## config.mk

```make
export PLATFORM = sky130hd
export DESIGN_NAME = fifo_ptr_alarm_mon
export DESIGN_NICKNAME = d
export VERILOG_FILES = /design/src/rtl/fifo_ptr_alarm_mon.sv
export SDC_FILE = /design/constraint.sdc
export NUM_CORES = 1
export LEC_CHECK = 0
export ABC_AREA = 0
export BUFFER_PORTS_ARGS = -buffer_cell sky130_fd_sc_hd__buf_2
export CORE_AREA = 2 2 54 56
export CTS_CLUSTER_SIZE = 40
export DETAILED_ROUTE_END_ITERATION = 12
export DIE_AREA = 0 0 56 58
export GPL_TIMING_DRIVEN = 0
export PLACE_DENSITY = 0.78
export SLEW_MARGIN = 15
export SYNTH_ARGS = -nofsm -noshare
export SYNTH_HDL_FRONTEND = slang
export SYNTH_SLANG_ARGS = --single-unit
```

## constraint.sdc

```tcl
create_clock -name clk -period 1.4 [get_ports clk]
set_input_delay 0.14 -clock clk [delete_from_list [all_inputs] [get_ports clk]]
set_output_delay 0.14 -clock clk [all_outputs]
set_load 0.01 [all_outputs]
```

## src/rtl/fifo_ptr_alarm_mon.sv

```systemverilog
module fifo_ptr_alarm_mon #(
  parameter int DEPTH = 8,
  parameter int DW = 16,
  parameter int RD_OFFSET = DEPTH / 2
) (
  input  logic             clk,
  input  logic             rst_n,
  input  logic [DEPTH-1:0] wr_ptr,
  input  logic [DEPTH-1:0] rd_ptr,
  input  logic             conv_clk_lost,
  input  logic             data_clk_lost,
  input  logic             en_conv_mute,
  input  logic             en_data_mute,
  input  logic             en_col_mute,
  input  logic             resync,
  input  logic             clr_we,
  input  logic [15:0]      clr_data,
  output logic [15:0]      alarm_word,
  input  logic [DW-1:0]    din,
  output logic [DW-1:0]    dout,
  output logic             ptr_load,
  output logic [DEPTH-1:0] wr_init,
  output logic [DEPTH-1:0] rd_init
);
  localparam logic [DW-1:0] MID = DW'(1) << (DW - 1);

  function automatic logic [DEPTH-1:0] rotl(input logic [DEPTH-1:0] v, input int n);
    return (v << n) | (v >> (DEPTH - n));
  endfunction

  function automatic logic [DEPTH-1:0] rotr(input logic [DEPTH-1:0] v, input int n);
    return (v >> n) | (v << (DEPTH - n));
  endfunction

  logic collide, one_apart, two_apart, wr_lost;
  logic [2:0] near_now;

  assign collide   = |(wr_ptr & rd_ptr);
  assign one_apart = |(wr_ptr & (rotl(rd_ptr, 1) | rotr(rd_ptr, 1)));
  assign two_apart = |(wr_ptr & (rotl(rd_ptr, 2) | rotr(rd_ptr, 2)));
  assign wr_lost   = ~|wr_ptr;
  assign near_now  = collide ? 3'b100 : one_apart ? 3'b010 : two_apart ? 3'b001 : 3'b000;

  logic a_zero, a_conv, a_data, a_out, col_hold;
  logic [2:0] a_near;
  logic n_zero, n_conv, n_data, n_out, n_hold, cause;
  logic [2:0] n_near;
  logic [15:0] clr;

  always_comb begin
    clr    = clr_we ? clr_data : 16'h0000;
    n_zero = wr_lost | (a_zero & ~clr[15]);
    n_near[0] = near_now[0] | (a_near[0] & ~clr[11]);
    n_near[1] = near_now[1] | (a_near[1] & ~clr[12]);
    n_near[2] = near_now[2] | (a_near[2] & ~(clr[13] & ~col_hold));
    n_conv = conv_clk_lost | (a_conv & ~clr[10]);
    n_data = data_clk_lost | (a_data & ~clr[9]);
    cause  = (en_conv_mute & n_conv) | (en_data_mute & n_data) | (en_col_mute & n_near[2]);
    n_out  = cause | (a_out & ~clr[8]);
    n_hold = collide | (col_hold & ~resync);
  end

  always_ff @(posedge clk or negedge rst_n) begin
    if (!rst_n) begin
      a_zero   <= 1'b0;
      a_near   <= 3'b000;
      a_conv   <= 1'b0;
      a_data   <= 1'b0;
      a_out    <= 1'b0;
      col_hold <= 1'b0;
    end else begin
      a_zero   <= n_zero;
      a_near   <= n_near;
      a_conv   <= n_conv;
      a_data   <= n_data;
      a_out    <= n_out;
      col_hold <= n_hold;
    end
  end

  assign alarm_word = {a_zero, 1'b0, a_near, a_conv, a_data, a_out, 8'h00};
  assign dout       = a_out ? MID : din;
  assign ptr_load   = resync;
  assign wr_init    = DEPTH'(1);
  assign rd_init    = DEPTH'(1) << RD_OFFSET;

  assert_zero_ptr_R4: assert property (@(posedge clk) disable iff (!rst_n)
    (wr_ptr == '0) |=> alarm_word[15]);
  assert_collide_R2: assert property (@(posedge clk) disable iff (!rst_n)
    (|(wr_ptr & rd_ptr)) |=> alarm_word[13]);
  assert_clear_R8: assert property (@(posedge clk) disable iff (!rst_n)
    (clr_we && clr_data[10] && !conv_clk_lost) |=> !alarm_word[10]);
  assert_mute_R7: assert property (@(posedge clk) disable iff (!rst_n)
    (en_data_mute && data_clk_lost) |=> (dout == MID));
  assert_hold_R9: assert property (@(posedge clk) disable iff (!rst_n)
    (alarm_word[13] && col_hold && !resync) |=> alarm_word[13]);
endmodule

```

==> impl_metrics.toml <==
[finish]
final_net_count = 259
layout.cells.most_common = "sky130_fd_sc_hd__buf_2"
postLayoutCoreUtil = 0.501
share_of_cells_above_drive_strength_1 = 0.555
n_antenna_cell = 0
synthToLayoutAreaGrowth_pct = 69.1
final_cell_mix = "sky130_fd_sc_hd__buf_2 (71), sky130_fd_sc_hd__buf_4 (32), sky130_fd_sc_hd__conb_1 (25)"
final-instance-count-excl-fill = 231

[global_routing]
aggregate_global_routing_overflow = 0
global_route.usage.total = 0.131
via_count_of_the_first_global_routing_pass = 809
antenna_violations_before_repair = 0
global_route_wire_length_before_repair_mm = 3.43
grt_start_max_net_pins = 19

[floorplan]
placementRows = 19
start_util = 0.297
die-width_um = 56
die_area_mm2 = 0.00325
die_height_um = 58
pin_count = 106
coreArea_mm2 = 0.00266

[pwr]
p_int_uw = 494
report.power.total_uw = 704
peakVddDrop_uv = 407
switching_share = 0.298
power.leakage_nw = 0.777
power.sequential.fraction = 0.356
power.combinational.fraction = 0.398
switchingPower_uw = 210
pwr-share-clk = 0.246
cellPowerDensity_mw_per_mm2 = 527

[placed_design]
dp_cells = 225
hpwl_mm = 1.95
gp_routability_congestion = 0.836
pre_cts_slack_ps = 108
io_buffer_count = 71

[clock_tree]
cts_root_buf = "sky130_fd_sc_hd__clkbuf_4"
clock_tree_from_tritoncts = "yes"
h-tree-depth = 1
cts_sinks = 8
cts.path.max_buffers = 2
insertion_delay_ps = 250
cts_made_buffers = 3
clkTransAtPathRegs_ps = 50

[setup_path]
critPathLaunchType = "flop"
timing.critical_path.required_ps = 1260
path_class = "reg -> out"
cp_cell_sequence = "buf_12, nor2b_1, buf_2"
path_delay_family = "flip-flops"
critical_path_arrival_ps = 1160
crit_path_capture_type = "primary output"
critical_path_buf_inv_count = 2
path_max_fanout = 10
crit_path_top_delay_cell = "sky130_fd_sc_hd__dfrtp_2"
reg2reg_setup_slack_ps = 220
delay_of_the_slowest_cell_on_the_worst_path_ps = 460

[timing]
timing.final.crit_period_ps = 1300
clock_skew_ps = 0.541
setup-violations-final = 0
grt_setup_unrepaired = "no"
finalWorstSetupSlack_ps = 100
totalNegativeSetupSlack_ps = 0
timing.final.max_slew_violations = 0
clock.fmax_ghz = 0.769
timing_hold_violations_final = 0
layout_worst_path_cycle_share = 0.928

[logic_synthesis]
synth_cells = 100
synth_top_cells_by_area = "sky130_fd_sc_hd__buf_4 (29%), sky130_fd_sc_hd__dfrtp_1 (25%), sky130_fd_sc_hd__nor2b_1 (12%)"
synth_seq_area_share = 0.254
postSynthRegisterBits = 8
netlist-cell-type-count = 20
synth_top_area_share = 0.285
synthesis.yosys.warnings = 0
post_synth_instance_area_um2 = 790
synth_top_area_cell = "sky130_fd_sc_hd__buf_4"
post_synth.cell_area_avg_um2 = 7.90

[detailed_routing]
antenna_left = 0
dr_total_vias = 986
viasPerCell = 4.27
detail_route.wirelength_mm = 2.32
wl_per_cell_um = 10.0
remaining_drc_errors = 0
first_iter_violations = 54
drt-pass1-iter-count = 6

[outcome]
run_status = "completed"

[hold_path]
hp-class = "in -> reg"

[job]
cap_viol_max_count = 0
layer usage:
metal / track usage / part of all wire / vias up
met5: 0 / 0 / -
met4: 0.0748 / 0.0078 / 0
met3: 0.0335 / 0.094 / 2
met2: 0.222 / 0.50 / 64
met1: 0.152 / 0.39 / 423
li1: - / - / 497
cell type report:
class                           instances  area, µm²
Multi-Input combinational cell         83        443
Tap cell                               31       38.8
Inverter                                1       3.75
Sequential cell                         8        201
Fill cell                             276       1330
Buffer                                 30        225
Timing Repair Buffer                   75        400
Clock buffer                            3       22.5
state kept, by name, summed over array words and instances, names as in the netlist:
signal and count:
a_conv 1, a_data 1, a_near 3, a_out 1, a_zero 1, col_hold 1
cells by family after synthesis:
group	synth area share
AOI/OAI and AO/OA	0.206
buffers and inverters	0.295
DFF	0.254
other	0.00951
and+or+nand+nor	0.236
Yosys cell counts:
cell	number
sky130_fd_sc_hd__a32o_1	1
sky130_fd_sc_hd__a22o_1	2
sky130_fd_sc_hd__conb_1	2
sky130_fd_sc_hd__o21ai_0	11
sky130_fd_sc_hd__a221o_1	1
sky130_fd_sc_hd__nor2b_1	15
sky130_fd_sc_hd__nand2_1	9
sky130_fd_sc_hd__o22ai_1	4
sky130_fd_sc_hd__a21o_1	2
sky130_fd_sc_hd__clkbuf_1	1
sky130_fd_sc_hd__nor2_1	1
sky130_fd_sc_hd__inv_1	1
sky130_fd_sc_hd__buf_4	30
sky130_fd_sc_hd__dfrtp_1	8
sky130_fd_sc_hd__nand2_2	1
sky130_fd_sc_hd__nor4_1	2
sky130_fd_sc_hd__a22oi_1	4
sky130_fd_sc_hd__or2_2	1
sky130_fd_sc_hd__and4_4	1
sky130_fd_sc_hd__nand4_1	3
per-stage QoR:
step           hold WS, ps  area [µm²]
2_1_floorplan         -156         876
3_3_place_gp         -9.27        1270
3_5_place_dp         -8.33        1270
4_1_cts               84.5        1300
5_1_grt               98.6        1340
6_report              82.3        1340
power by group through the flow:
stage / Clock (mW) / Sequential, mW / Combinational (mW)
5_1_grt: 0.196 / 0.252 / 0.308
6_report: 0.173 / 0.251 / 0.280
4_1_cts: 0.182 / 0.253 / 0.268
2_1_floorplan: 0 / 0.256 / 0.153
3_5_place_dp: 0 / 0.255 / 0.268
3_3_place_gp: 0 / 0.253 / 0.266
worst paths after layout:
kind                                             to  cells past startpoint                start
worst max register to register      a_out$_DFF_PN0_                      3      a_out$_DFF_PN0_
max in group asynchronous           a_out$_DFF_PN0_                      2                rst_n
worst min-delay path             col_hold$_DFF_PN0_                      2               resync
worst min register to register  a_near[1]$_DFF_PN0_                      2  a_near[1]$_DFF_PN0_
worst max-delay path                       dout[10]                      3      a_out$_DFF_PN0_
min in group asynchronous       a_near[2]$_DFF_PN0_                      2                rst_n
repair_timing:
action | in CTS | in global routing
hold endpoints to repair | 8 | 0
cloned | 0 | 0
hold buffers | 1 | 0
endpoints found under the setup margin | 10 | 1
pin swaps | 0 | 0
buffers inserted | 0 | 3
gates resized for setup | 1 | 0
Power figures use the tool's default switching activity.
